## config.mk

```make
export PLATFORM = sky130hd
export DESIGN_NAME = stk_act_guard
export DESIGN_NICKNAME = d
export VERILOG_FILES = /design/src/rtl/stk_pkg.sv /design/src/rtl/stk_act_window.sv /design/src/rtl/stk_bank_rc.sv /design/src/rtl/stk_mode_gap.sv /design/src/rtl/stk_act_guard.sv
export SDC_FILE = /design/constraint.sdc
export NUM_CORES = 1
export LEC_CHECK = 0
export BUFFER_PORTS_ARGS = -buffer_cell sky130_fd_sc_hd__buf_4
export CORE_ASPECT_RATIO = 1.4
export CORE_UTILIZATION = 60
export CTS_BUF_LIST = sky130_fd_sc_hd__clkbuf_4
export DETAILED_ROUTE_END_ITERATION = 10
export PLACE_DENSITY_LB_ADDON = 0.12
export SLEW_MARGIN = 20
export SYNTH_ARGS = -nofsm -noshare
export SYNTH_HDL_FRONTEND = slang
export SYNTH_SLANG_ARGS = --single-unit
```

## constraint.sdc

```tcl
create_clock -name clk -period 7.07 [get_ports clk]
set_input_delay 0 -clock clk [delete_from_list [all_inputs] [get_ports clk]]
set_output_delay 0 -clock clk [all_outputs]
set_load 0.005 [all_outputs]
```

## src/rtl/stk_pkg.sv

```systemverilog
package stk_pkg;
  typedef enum logic [1:0] {
    CMD_ACT   = 2'd0,
    CMD_MRS   = 2'd1,
    CMD_RW    = 2'd2,
    CMD_OTHER = 2'd3
  } cmd_kind_e;

  // lower value wins when several rules break together
  typedef enum logic [2:0] {
    VC_NONE   = 3'd0,
    VC_MOD    = 3'd1,
    VC_MRD    = 3'd2,
    VC_RC     = 3'd3,
    VC_RRD_SR = 3'd4,
    VC_RRD_DR = 3'd5,
    VC_FAW_SR = 3'd6,
    VC_FAW_DR = 3'd7
  } viol_code_e;

  function automatic int max_of(input int a, input int b);
    return (a > b) ? a : b;
  endfunction
endpackage

```

## src/rtl/stk_act_window.sv

```systemverilog
module stk_act_window #(
  parameter int AW    = 5,
  parameter int WIN   = 20,
  parameter int DEPTH = 4
) (
  input  logic          clk,
  input  logic          rst_n,
  input  logic          push,
  output logic          full_hit,
  output logic [AW-1:0] newest_age,
  output logic          newest_vld
);
  localparam logic [AW-1:0] AMAX  = '1;
  localparam logic [AW-1:0] WIN_C = AW'(WIN);

  logic [AW-1:0]    age_q [DEPTH];
  logic [DEPTH-1:0] vld_q;

  function automatic logic [AW-1:0] sat_inc(input logic [AW-1:0] a);
    return (a == AMAX) ? a : a + AW'(1);
  endfunction

  always_ff @(posedge clk) begin
    if (!rst_n) begin
      vld_q <= '0;
      for (int i = 0; i < DEPTH; i++) age_q[i] <= '0;
    end else if (push) begin
      vld_q    <= {vld_q[DEPTH-2:0], 1'b1};
      age_q[0] <= AW'(1);
      for (int i = 1; i < DEPTH; i++) age_q[i] <= sat_inc(age_q[i-1]);
    end else begin
      for (int i = 0; i < DEPTH; i++) age_q[i] <= sat_inc(age_q[i]);
    end
  end

  assign full_hit   = vld_q[DEPTH-1] && (age_q[DEPTH-1] < WIN_C);
  assign newest_age = age_q[0];
  assign newest_vld = vld_q[0];


  win_fill_chk: assert property (@(posedge clk) disable iff (!rst_n)
    $onehot0(vld_q + DEPTH'(1)));


  win_push_chk: assert property (@(posedge clk) disable iff (!rst_n)
    push |=> (newest_vld && newest_age == AW'(1)));

  generate
    for (genvar g = 0; g < DEPTH - 1; g++) begin : g_ord

      win_order_chk: assert property (@(posedge clk) disable iff (!rst_n)
        (vld_q[g+1]) |-> (age_q[g] <= age_q[g+1]));
    end
  endgenerate
endmodule

```

## src/rtl/stk_bank_rc.sv

```systemverilog
module stk_bank_rc #(
  parameter int NB  = 8,
  parameter int AW  = 5,
  parameter int TRC = 12
) (
  input  logic                  clk,
  input  logic                  rst_n,
  input  logic                  push,
  input  logic [$clog2(NB)-1:0] bank,
  output logic                  hit
);
  localparam logic [AW-1:0] AMAX  = '1;
  localparam logic [AW-1:0] TRC_C = AW'(TRC);

  logic [AW-1:0] age_q [NB];
  logic [NB-1:0] vld_q;

  always_ff @(posedge clk) begin
    if (!rst_n) begin
      vld_q <= '0;
      for (int b = 0; b < NB; b++) age_q[b] <= '0;
    end else begin
      for (int b = 0; b < NB; b++) begin
        if (push && bank == b[$clog2(NB)-1:0]) begin
          vld_q[b] <= 1'b1;
          age_q[b] <= AW'(1);
        end else if (age_q[b] != AMAX) begin
          age_q[b] <= age_q[b] + AW'(1);
        end
      end
    end
  end

  assign hit = vld_q[bank] && (age_q[bank] < TRC_C);


  rc_mark_chk: assert property (@(posedge clk) disable iff (!rst_n)
    push |=> (vld_q[$past(bank)] && age_q[$past(bank)] == AW'(1)));
endmodule

```

## src/rtl/stk_mode_gap.sv

```systemverilog
module stk_mode_gap #(
  parameter int AW   = 5,
  parameter int TMRD = 4,
  parameter int TMOD = 12
) (
  input  logic clk,
  input  logic rst_n,
  input  logic vld,
  input  logic is_mrs,
  output logic mrd_hit,
  output logic mod_hit
);
  localparam logic [AW-1:0] AMAX   = '1;
  localparam logic [AW-1:0] TMRD_C = AW'(TMRD);
  localparam logic [AW-1:0] TMOD_C = AW'(TMOD);

  logic [AW-1:0] age_q;
  logic          seen_q;

  always_ff @(posedge clk) begin
    if (!rst_n) begin
      seen_q <= 1'b0;
      age_q  <= '0;
    end else if (vld && is_mrs) begin
      seen_q <= 1'b1;
      age_q  <= AW'(1);
    end else if (age_q != AMAX) begin
      age_q <= age_q + AW'(1);
    end
  end

  assign mrd_hit = vld &&  is_mrs && seen_q && (age_q < TMRD_C);
  assign mod_hit = vld && !is_mrs && seen_q && (age_q < TMOD_C);


  mrs_mark_chk: assert property (@(posedge clk) disable iff (!rst_n)
    (vld && is_mrs) |=> (seen_q && age_q == AW'(1)));
endmodule

```

## src/rtl/stk_act_guard.sv

```systemverilog
module stk_act_guard #(
  parameter int NR        = 8,
  parameter int NB        = 8,
  parameter int T_RC      = 12,
  parameter int T_RRD_SR  = 4,
  parameter int T_RRD_DR  = 2,
  parameter int T_FAW_SR  = 20,
  parameter int T_FAW_DR  = 24,
  parameter int T_MRD     = 4,
  parameter int T_MOD     = 12
) (
  input  logic                  clk,
  input  logic                  rst_n,
  input  logic                  cmd_vld,
  input  logic [1:0]            cmd_kind,
  input  logic [$clog2(NR)-1:0] cmd_rank,
  input  logic [$clog2(NB)-1:0] cmd_bank,
  output logic                  viol_pulse,
  output logic [2:0]            viol_code
);
  import stk_pkg::*;

  localparam int TMAX = max_of(max_of(max_of(T_RC, T_RRD_SR), max_of(T_RRD_DR, T_FAW_SR)),
                               max_of(max_of(T_FAW_DR, T_MRD), T_MOD));
  localparam int AW = $clog2(TMAX + 1);
  localparam logic [AW-1:0] RRD_SR_C = AW'(T_RRD_SR);
  localparam logic [AW-1:0] RRD_DR_C = AW'(T_RRD_DR);

  logic is_act, is_mrs;
  assign is_act = cmd_vld && (cmd_kind == CMD_ACT);
  assign is_mrs = (cmd_kind == CMD_MRS);

  logic [NR-1:0] rk_faw, rk_rc, rk_vld;
  logic [AW-1:0] rk_age [NR];

  generate
    for (genvar r = 0; r < NR; r++) begin : g_rank
      logic push_r;
      assign push_r = is_act && (cmd_rank == r[$clog2(NR)-1:0]);

      stk_act_window #(.AW(AW), .WIN(T_FAW_SR), .DEPTH(4)) u_win (
        .clk(clk), .rst_n(rst_n), .push(push_r),
        .full_hit(rk_faw[r]), .newest_age(rk_age[r]), .newest_vld(rk_vld[r])
      );

      stk_bank_rc #(.NB(NB), .AW(AW), .TRC(T_RC)) u_rc (
        .clk(clk), .rst_n(rst_n), .push(push_r), .bank(cmd_bank), .hit(rk_rc[r])
      );
    end
  endgenerate

  logic          dev_faw, dev_vld;
  logic [AW-1:0] dev_age;

  stk_act_window #(.AW(AW), .WIN(T_FAW_DR), .DEPTH(4)) u_dev_win (
    .clk(clk), .rst_n(rst_n), .push(is_act),
    .full_hit(dev_faw), .newest_age(dev_age), .newest_vld(dev_vld)
  );

  logic mrd_hit, mod_hit;

  stk_mode_gap #(.AW(AW), .TMRD(T_MRD), .TMOD(T_MOD)) u_mode (
    .clk(clk), .rst_n(rst_n), .vld(cmd_vld), .is_mrs(is_mrs),
    .mrd_hit(mrd_hit), .mod_hit(mod_hit)
  );

  logic sr_hit, dr_hit;
  always_comb begin
    sr_hit = rk_vld[cmd_rank] && (rk_age[cmd_rank] < RRD_SR_C);
    dr_hit = 1'b0;
    for (int r = 0; r < NR; r++) begin
      if (r != int'(cmd_rank) && rk_vld[r] && rk_age[r] < RRD_DR_C) dr_hit = 1'b1;
    end
  end

  viol_code_e code_n;
  always_comb begin
    code_n = VC_NONE;
    if (mod_hit)                      code_n = VC_MOD;
    else if (mrd_hit)                 code_n = VC_MRD;
    else if (is_act) begin
      if (rk_rc[cmd_rank])            code_n = VC_RC;
      else if (sr_hit)                code_n = VC_RRD_SR;
      else if (dr_hit)                code_n = VC_RRD_DR;
      else if (rk_faw[cmd_rank])      code_n = VC_FAW_SR;
      else if (dev_faw)               code_n = VC_FAW_DR;
    end
  end

  always_ff @(posedge clk) begin
    if (!rst_n) begin
      viol_pulse <= 1'b0;
      viol_code  <= VC_NONE;
    end else begin
      viol_pulse <= (code_n != VC_NONE);
      viol_code  <= code_n;
    end
  end


  idle_quiet_chk: assert property (@(posedge clk) disable iff (!rst_n)
    !$past(cmd_vld) |-> !viol_pulse);


  dev_newest_chk: assert property (@(posedge clk) disable iff (!rst_n)
    is_act |=> (dev_vld && dev_age == AW'(1)));
endmodule

```

==> results of run 1 <==
-- sequential cells by signal, indices dropped and copies added, names as in the netlist --
| name | count |
|---|---|
| g_rank.u_win.vld_q | 32 |
| u_dev_win.age_q | 20 |
| viol_pulse | 1 |
| g_rank.u_rc.vld_q | 64 |
| g_rank.u_rc.age_q | 320 |
| u_mode.age_q | 5 |
| u_dev_win.vld_q | 4 |
| g_rank.u_win.age_q | 160 |
| u_mode.seen_q | 1 |
| viol_code | 3 |
-- final timing paths --
kind / endpoint / slack (ns) / depth (start not counted) / from
setup / recovery: viol_code[1] / 3.59 / 11 / cmd_bank[1]
hold / removal: u_mode.seen_q / 0.11 / 5 / cmd_vld
setup reg to reg: viol_code[1] / 3.73 / 8 / g_rank[0].u_rc.age_q[5][2]
hold reg to reg: g_rank[3].u_win.vld_q[0] / 0.46 / 2 / g_rank[3].u_win.vld_q[0]
-- cell type report --
| type | count | area share |
|---|---|---|
| diodes | 1 | 0.0000715 |
| clock buffers | 260 | 0.0558 |
| clock inverters | 27 | 0.00440 |
| inverters | 29 | 0.00311 |
| multi-input cells | 2244 | 0.410 |
| flip-flops and latches | 610 | 0.492 |
| well taps | 656 | 0.0235 |
| repair buffers | 47 | 0.0115 |
-- what timing repair did --
action / 4_1_cts / 5_1_grt
hold endpoints to repair: 275 / 0
hold buffers: 17 / 0
resized for setup: 0 / 0
-- cell usage after synthesis (3+ instances only) --
| library cell | n | area [µm²] |
|---|---|---|
| or3_1 | 5 | 31.3 |
| o21a_1 | 59 | 443 |
| or4b_4 | 4 | 55.1 |
| nand3_1 | 179 | 896 |
| or2_2 | 47 | 294 |
| a22o_1 | 21 | 184 |
| nand4b_1 | 8 | 70.1 |
| and3_1 | 88 | 551 |
| nor3_1 | 49 | 245 |
| a211oi_1 | 15 | 113 |
| a21boi_0 | 50 | 375 |
| o21ai_0 | 78 | 390 |
| o21ai_1 | 5 | 25.0 |
| a31oi_1 | 28 | 175 |
| and4_1 | 20 | 175 |
| xnor2_1 | 117 | 1020 |
| xor2_1 | 113 | 990 |
| nand4_1 | 20 | 125 |
| or4b_1 | 4 | 40.0 |
| nand3b_1 | 12 | 90.1 |
| inv_1 | 29 | 109 |
| clkbuf_1 | 91 | 342 |
| o211ai_1 | 20 | 150 |
| mux2i_1 | 30 | 300 |
| nor2b_1 | 19 | 119 |
| buf_2 | 9 | 45.0 |
| ha_1 | 175 | 2190 |
| edfxtp_1 | 500 | 15000 |
| a2111oi_0 | 24 | 210 |
| o32ai_1 | 3 | 26.3 |
| and2_0 | 4 | 25.0 |
| dfxtp_1 | 110 | 2200 |
| buf_1 | 12 | 45.0 |
| nand2_1 | 258 | 968 |
| nor2_1 | 305 | 1140 |
| o211a_1 | 14 | 140 |
| nor3b_1 | 12 | 90.1 |
| o22ai_1 | 89 | 557 |
| nand2b_1 | 7 | 43.8 |
| a21oi_1 | 22 | 110 |
| and2_1 | 170 | 1060 |
-- layout by cell type (no fill, tap or decap), types with 7 or more instances in the layout --
master / instances
edfxtp_1: 500
nor2_1: 303
clkbuf_4: 260
nand2_1: 258
nand3_1: 178
ha_1: 175
and2_1: 170
conb_1: 135
xnor2_1: 117
xor2_1: 113
dfxtp_1: 110
o22ai_1: 89
and3_1: 88
o21ai_0: 78
o21a_1: 59
a21boi_0: 50
or2_2: 47
nor3_1: 47
mux2i_1: 30
inv_1: 29
buf_4: 29
a31oi_1: 28
a2111oi_0: 23
a21oi_1: 22
a22o_1: 21
clkinv_1: 21
and4_1: 20
nand4_1: 20
o211ai_1: 20
nor2b_1: 19
dlygate4sd3_1: 17
a211oi_1: 15
o211a_1: 14
nor3b_1: 12
nand3b_1: 12
nand4b_1: 8
nand2b_1: 7
-- cells by family after synthesis --
family,count (synthesis),share of synthesized area
compound gates,450,0.0986
xor+xnor,230,0.0638
fa+ha+maj,175,0.0693
buf+inv,144,0.0177
flops,610,0.545
mux,33,0.0113
other cells,1,0.000119
simple gates,1221,0.194
-- per-layer routing --
layer / track usage / part of all wire / up-vias
li1: - / - / 10900
met1: 0.287 / 0.40 / 11000
met2: 0.476 / 0.53 / 414
met3: 0.0382 / 0.034 / 124
met4: 0.114 / 0.030 / 0
met5: 0 / 0 / -
-- metrics by stage --
stage / util / hold WS, ns / std cells / cell area (µm²)
2_1_floorplan: - / 0.260 / 2998 / 32100
4_1_cts: 0.672 / 0.0288 / 3873 / 35000
6_report: 0.672 / 0.114 / 3874 / 35000
5_1_grt: 0.672 / 0.124 / 3874 / 35000
3_5_place_dp: 0.629 / 0.397 / 3569 / 32700
3_3_place_gp: 0.629 / 0.390 / 3569 / 32700
-- power groups by stage --
stage                     logic [mW]  registers [mW]  clock network (mW)
final                          0.585            4.23                3.13
after global routing           0.666            4.25                3.38
after CTS                      0.586            4.23                3.21
after detailed placement       0.572            4.31                   0
after global placement         0.550            4.29                   0
after floorplan                0.445            4.26                   0
-- critical path: cells and delay by family --
kind / cells / cell delay [ns]
AOI/OAI and AO/OA: 4 / 1.33
buffers and inverters: 3 / 1.48
and+or+nand+nor: 4 / 1.47
==> impl_metrics.ini, run 1 <==
[logic_synthesis]
synth.avg_cell_area_um2 = 11.0
ys_ff_latch = 610
synthFlopType = edfxtp_1
synthCells = 2864
synth_area_mm2 = 0.0316
async_reset_ff_frac = 0
synthDistinctLibCells = 68
yosys_warnings = 0
synth_edf_count = 500
ys_seq_area_frac = 0.545

[critical_path]
slowest_stage = a2111oi_0
cp_max_fo = 32
cp_slowest_stage_delay_ns = 0.84
crit_arrival_ns = 4.30
worstSetupStartpointType = input pin
path_cells = dlygate4sd3_1 > buf_4 > nor2b_1 > nand2_1 > a2111oi_0 > a2111oi_0 > and3_1 > or4_4 > a31o_1 > a21oi_2 > dlygate4sd3_1
worst_setup_path_end_kind = register
required_ns = 7.89
worstSetupPathType = in2reg

[grt]
overflow = 0
grtUsageTotal = 0.256
grt_pass1_vias = 23100
grt_pass1_wl_um = 111000
antenna_found_initial = 1
grt_max_degree = 99

[power]
p_total_mw = 7.94
pwr-share-comb = 0.074
power_frac_clock = 0.394
internal_power_mw = 6.05
power.share.sequential = 0.533
ir_drop_mv = 0.126
power.density_mw_per_mm2 = 227
sw_frac_of_total = 0.238
p_leak_nw = 14.6
power_switching_mw = 1.89

[timing]
maxSlewHeadroom = 0.277
fmax_mhz = 287
rsz0062_at_grt = no
hold_violations = 0
setup_viol = 0
slew_viol_final = 0
min_period_ns = 3.48
layout_setup_ws_ns = 3.59
finalClockSkew_ns = 0.0277
fin_setup_tns_ns = 0
finalCritPeriodShare = 0.492
tightest_slew_ns = 1.08

[cts]
cts.sinks = 610
numCtsBuffers = 155
post_cts_buffers = 0
cts_tree = built
clk_root_buffer_cell = clkbuf_4
clk_latency_ns = 0.89
cts_max_level = 4
clockBufferDepth = 3
cts.reportedPaths.clkPinSlew_ns = 0.06

[job]
drv_cap = 0

[floorplan]
rows = 99
start_util = 0.607
ios = 15
die_h_um = 273
die-area_mm2 = 0.0536
design.core.area_mm2 = 0.0520
die_w_um = 196

[drt]
drtIter0Drc = 1223
routed_wl_um = 66900
drc = 0
ant_nets = 0
dr.pass1.iters = 5
routedWlPerCell_um = 17.3
vias_per_cell = 5.79
vias = 22400

[place]
routabilityCongestion = 0.837
port_buffers = 14
post-place-ws_ns = 3.78
dp_hpwl_um = 47200

[min_path]
hp-class = in2reg

[finish]
sequential_cell_area_mm2 = 0.0172
nNetsFinal = 3273
drive_gt1_frac = 0.114
final.fill_count = 4018
multi_input_area_mm2 = 0.0143
syn2layout_area_growth_pct = 10.8

[status]
status = finished clean
No activity file was read; power rests on OpenSTA's default activity.
==> run 2, diff against run 1 <==
Clock period 7.07 ns to 2.8 ns, I/O delays scaled along.
==> run 2 against run 1 <==
Against the previous run:
- power increased to 2.5 times the previous value
- hold slack improved by 0.028 ns
- sequential cell count did not move
- clock power rose by 150%
- die area stayed put
- sequential share of layout area fell by 0.34 points
- global-route usage rose by 0.38 points
- critical path type is now reg2reg
- largest power group unchanged
- combinational power grew to 2.6 times the previous value
- setup slack got worse by 3.4 ns
- utilization up 0.46 points
- first-iteration DRC count decreased by 6.1%
==> impl_metrics.ini, run 2 (synthesis results as in run 1) <==
[critical_path]
reg2reg_depth = 9
r2r_slack_ns = 0.20
r2r_end = viol_code[1]
crit_arrival_ns = 3.42
path_cells = nand2_1 > nand3b_1 > o22ai_1 > nand3_1 > dlygate4sd3_1 > and3_1 > or4_4 > a31o_1 > a21oi_2
worstSetupPathType = reg2reg
rr_startpoint = g_rank[7].u_rc.age_q[5][2]
required_ns = 3.62
worstSetupStartpointType = register
slowest_stage = dlygate4sd3_1
cp_slowest_stage_delay_ns = 0.56
cp_max_fo = 4
worst_setup_path_end_kind = register

[power]
power.density_mw_per_mm2 = 567
ir_drop_mv = 0.448
p_leak_nw = 14.7

[floorplan]
design.core.area_mm2 = 0.0520
die_h_um = 273
die_w_um = 196
die-area_mm2 = 0.0536
rows = 99
ios = 15
start_util = 0.607

[finish]
largest_register_ff_count = 320
final_cell_mix = edfxtp_1, nor2_1, nand2_1
nNetsFinal = 3306
largestRegisters = g_rank.u_rc.age_q x320, g_rank.u_win.age_q x160, g_rank.u_rc.vld_q x64
syn2layout_area_growth_pct = 11.5
regMostFlops = g_rank.u_rc.age_q
final.fill_count = 4069
final_cell_area_mm2 = 0.0352
drive_gt1_frac = 0.120
layout_commonest_cell = edfxtp_1

[grt]
overflow = 0
grt_max_degree = 129
antenna_found_initial = 1
grtUsageTotal = 0.259
grt_pass1_wl_um = 111000
grt_pass1_vias = 23100

[min_path]
holdPathEnd = u_mode.age_q[4]
hp-class = in2reg
worstHoldStart = rst_n
min_delay_path_depth = 4

[cts]
clk_root_buffer_cell = clkbuf_4
cts.sinks = 610
clk_latency_ns = 0.89
cts_resized = 0
cts_tree = built
cts.reportedPaths.clkPinSlew_ns = 0.07
cts_max_level = 4
numCtsBuffers = 153
clockBufferDepth = 3

[drt]
routed_wl_um = 67900
vias = 22500
drtIter0Drc = 1149
routedWlPerCell_um = 17.4
ant_nets = 0
drc = 0
vias_per_cell = 5.76
dr.pass1.iters = 6

[timing]
finalCritPeriodShare = 0.928
fin_setup_tns_ns = 0
finalClockSkew_ns = 0.0347
tightest_slew_ns = 0.928
slew_viol_final = 0
min_period_ns = 2.60
hold_violations = 0
rsz0062_at_grt = no
fmax_mhz = 385
setup_viol = 0
maxSlewHeadroom = 0.374

[place]
dpl_cell_area_mm2 = 0.0330
port_buffers = 14
dp_hpwl_um = 48200
routabilityCongestion = 0.857

[status]
status = finished clean

[job]
drv_cap = 0
## run 2: changes by cell type in the layout (fill, tap and decap cells not counted), sizes merged
cell / before / now
buf: 30 / 66
bufinv: 2 / 3
clkbuf: 260 / 243
clkinv: 21 / 28
dlygate4sd3: 17 / 16
inv: 33 / 35
## run 2: per-layer routing
layer | wire (µm) | global-route usage | vias up
met3 | 2570 | 0.0397 | 145
met2 | 35300 | 0.471 | 498
met5 | 0 | 0 | -
li1 | - | - | 11000
met1 | 27300 | 0.294 | 10800
met4 | 2650 | 0.134 | 0
## run 2: repair_timing
item,4_1_cts,5_1_grt
endpoints found under the hold margin,769,0
hold buffers,16,0
setup buffers,0,0
setup endpoints to repair,0,0
## run 2: area by class of cell
cell class | instances | area (µm²) | area share
Clock inverter | 37 | 220 | 0.00625
Sequential cell | 610 | 17200 | 0.489
Clock buffer | 243 | 1820 | 0.0518
Timing Repair Buffer | 82 | 713 | 0.0202
Inverter | 29 | 109 | 0.00309
Antenna cell | 1 | 2.50 | 0.0000710
Multi-Input combinational cell | 2244 | 14300 | 0.407
Tap cell | 656 | 821 | 0.0233
## run 2: where the power goes
group / internal, mW / leakage [nW] / switching (mW) / total, mW
Combinational: 0.662 / 6.89 / 0.856 / 1.52
Sequential: 10.3 / 6.63 / 0.379 / 10.7
Clock: 4.21 / 1.23 / 3.56 / 7.77
## run 2: how the worst max path moves through the flow
stage                                startpoint           end  slack [ns]  cells after the start
floorplan           g_rank[1].u_win.age_q[0][2]    viol_pulse        0.42                      6
global route         g_rank[7].u_rc.age_q[7][2]  viol_code[1]        0.05                      9
global placement     g_rank[7].u_rc.age_q[0][2]  viol_code[1]        0.17                      6
detailed placement   g_rank[7].u_rc.age_q[0][2]  viol_code[1]        0.15                      6
finish               g_rank[7].u_rc.age_q[5][2]  viol_code[1]        0.20                      9
CTS                  g_rank[7].u_rc.age_q[0][2]  viol_code[1]        0.12                      6
## run 2: worst max-delay path: cells and delay by family, from the launching register on
family | cells | cell delay [ns]
AO/OA/AOI/OAI | 3 | 0.62
flip-flops | 1 | 0.44
AND/OR/NAND/NOR | 5 | 0.92
buffers and inverters | 1 | 0.56
## run 2: stage by stage
stage	setup WS, ns	cells	hold slack [ns]	util	power [mW]
after floorplan	0.421	2998	0.260	-	11.9
after global placement	0.166	3605	0.328	0.635	12.3
after detailed placement	0.146	3605	0.328	0.635	12.4
after CTS	0.120	3901	0.0449	0.677	20.2
after global routing	0.0502	3902	0.0932	0.677	20.9
final	0.202	3902	0.142	0.677	20.0
==> run 3, diff against run 2 <==
Settings changed: CORE_MARGIN set to 5, TNS_END_PERCENT set to 1.
Clock period 2.8 ns to 2.2 ns, I/O delays scaled along.
==> run 3 against run 2 <==
Against the previous run:
- first-iteration DRC count is 11% higher
- critical path depth fell by 3
- cell count up 5.1%
- highest routed layer is now met5
- clock power is 28% higher
- the run now ends with negative setup slack left
- sequential cell count unchanged
- clock skew rose by 0.014 ns
- critical path type unchanged
- cell area grew 3.8%
==> impl_metrics.ini, run 3 (synthesis results as in run 1) <==
[finish]
regMostFlops = g_rank.u_rc.age_q
final.fill_count = 3876
largestRegisters = g_rank.u_rc.age_q x320, g_rank.u_win.age_q x160, g_rank.u_rc.vld_q x64
final_cell_mix = edfxtp_1, nor2_1, nand2_1
drive_gt1_frac = 0.162
syn2layout_area_growth_pct = 15.8
nNetsFinal = 3454
largest_register_ff_count = 320
postLayoutCoreUtil = 0.701
final_cell_area_mm2 = 0.0366
stdcell_count = 4102
layout_commonest_cell = edfxtp_1

[floorplan]
die_w_um = 204
ios = 15
die_h_um = 281
design.core.area_mm2 = 0.0521
rows = 99
start_util = 0.606
die-area_mm2 = 0.0574

[timing]
maxSlewHeadroom = 0.549
rsz0062_at_grt = yes
hold_violations = 0
slew_viol_final = 0
worst_hold_slack_ns = 0.110
finalCritPeriodShare = 1.12
setup_viol = 4
min_period_ns = 2.47
tightest_slew_ns = 0.675
finalClockSkew_ns = 0.0483
fin_setup_tns_ns = -0.548
fmax_mhz = 405
layout_setup_ws_ns = -0.272

[power]
power_switching_mw = 6.14
power_frac_clock = 0.387
power.share.sequential = 0.528
ir_drop_mv = 0.468
pwr-share-comb = 0.085
p_leak_nw = 15.6
internal_power_mw = 19.5
sw_frac_of_total = 0.239
p_total_mw = 25.6
power.density_mw_per_mm2 = 701

[cts]
cts.sinks = 610
numCtsBuffers = 153
cts_tree = built
clk_root_buffer_cell = clkbuf_4
cts.reportedPaths.clkPinSlew_ns = 0.07
clk_latency_ns = 0.89
cts_max_level = 4
clockBufferDepth = 3

[status]
status = finished with violations
violations = negative setup slack

[grt]
grt_busiest_layer = met2
met3_usage = 0.0442
grt_max_degree = 94
antenna_found_initial = 3
grt_pass1_wl_um = 114000
grtUsageTotal = 0.243
met1_usage = 0.279
use_met2 = 0.432
grt_pass1_vias = 24100
overflow = 0

[place]
dp_hpwl_um = 49700
dpl_cell_area_mm2 = 0.0342
routabilityCongestion = 0.860
port_buffers = 14
post-place-ws_ns = -0.543
dp.cells = 3798

[critical_path]
required_ns = 2.96
worstSetupStartpointType = register
crit_arrival_ns = 3.23
cp_max_fo = 2
worst_setup_path_end_kind = register
worstSetupPathType = reg2reg

[drt]
ant_nets = 0
routed_wl_um = 69500
routedWlPerCell_um = 16.9
drtIter0Drc = 1270
vias_per_cell = 5.65
dr.pass1.iters = 6
vias = 23200
drc = 0

[job]
drv_cap = 0

[min_path]
hp-class = in2reg
-- run 3: per-layer routing --
| metal | wire, µm | share of wire | up-vias |
|---|---|---|---|
| li1 | - | - | 11300 |
| met1 | 27600 | 0.40 | 11100 |
| met2 | 35200 | 0.51 | 560 |
| met3 | 3250 | 0.047 | 194 |
| met4 | 3440 | 0.049 | 2 |
| met5 | 7 | 0.00010 | - |
-- run 3: cell type report --
cell class | instances | area, µm² | area share
clock inverter | 27 | 155 | 0.00424
antenna | 2 | 5.00 | 0.000137
sequential | 610 | 17200 | 0.471
inverter | 29 | 109 | 0.00298
multi-input combinational | 2244 | 14400 | 0.394
tap | 707 | 885 | 0.0242
clock buffer | 253 | 1900 | 0.0519
timing repair buffer | 230 | 1910 | 0.0521
-- run 3: worst paths after layout --
path	to	slack (ns)	depth (start not counted)	start
worst max-delay path	viol_pulse	-0.27	6	g_rank[4].u_win.age_q[0][2]
worst min-delay path	u_mode.seen_q	0.11	5	cmd_vld
worst max register to register	viol_pulse	-0.27	6	g_rank[4].u_win.age_q[0][2]
worst min register to register	g_rank[5].u_win.vld_q[2]	0.45	2	g_rank[5].u_win.vld_q[1]
-- run 3: power groups by stage --
stage               Combinational (mW)  Clock, mW  Sequential, mW
floorplan                         1.43          0            13.7
detailed placement                2.12          0            13.8
finish                            2.18       9.91            13.5
CTS                               2.17       10.2            13.5
global route                      2.45       10.8            13.6
global placement                  2.03          0            13.7
-- run 3: critical path: stages, from the launching register on --
cell,delay [ns]
edfxtp_1,0.39
or4b_4,0.57
mux4_2,0.51
mux2_4,0.32
a21oi_4,0.12
a31oi_2,0.10
or3_1,0.34
-- run 3: what timing repair did --
action                                  CTS  global route
endpoints found under the setup margin    4            13
endpoints found under the hold margin   703             0
buffers inserted                          2             3
resized for setup                         8             9
pin swaps                                 2             3
hold buffers                             17             0
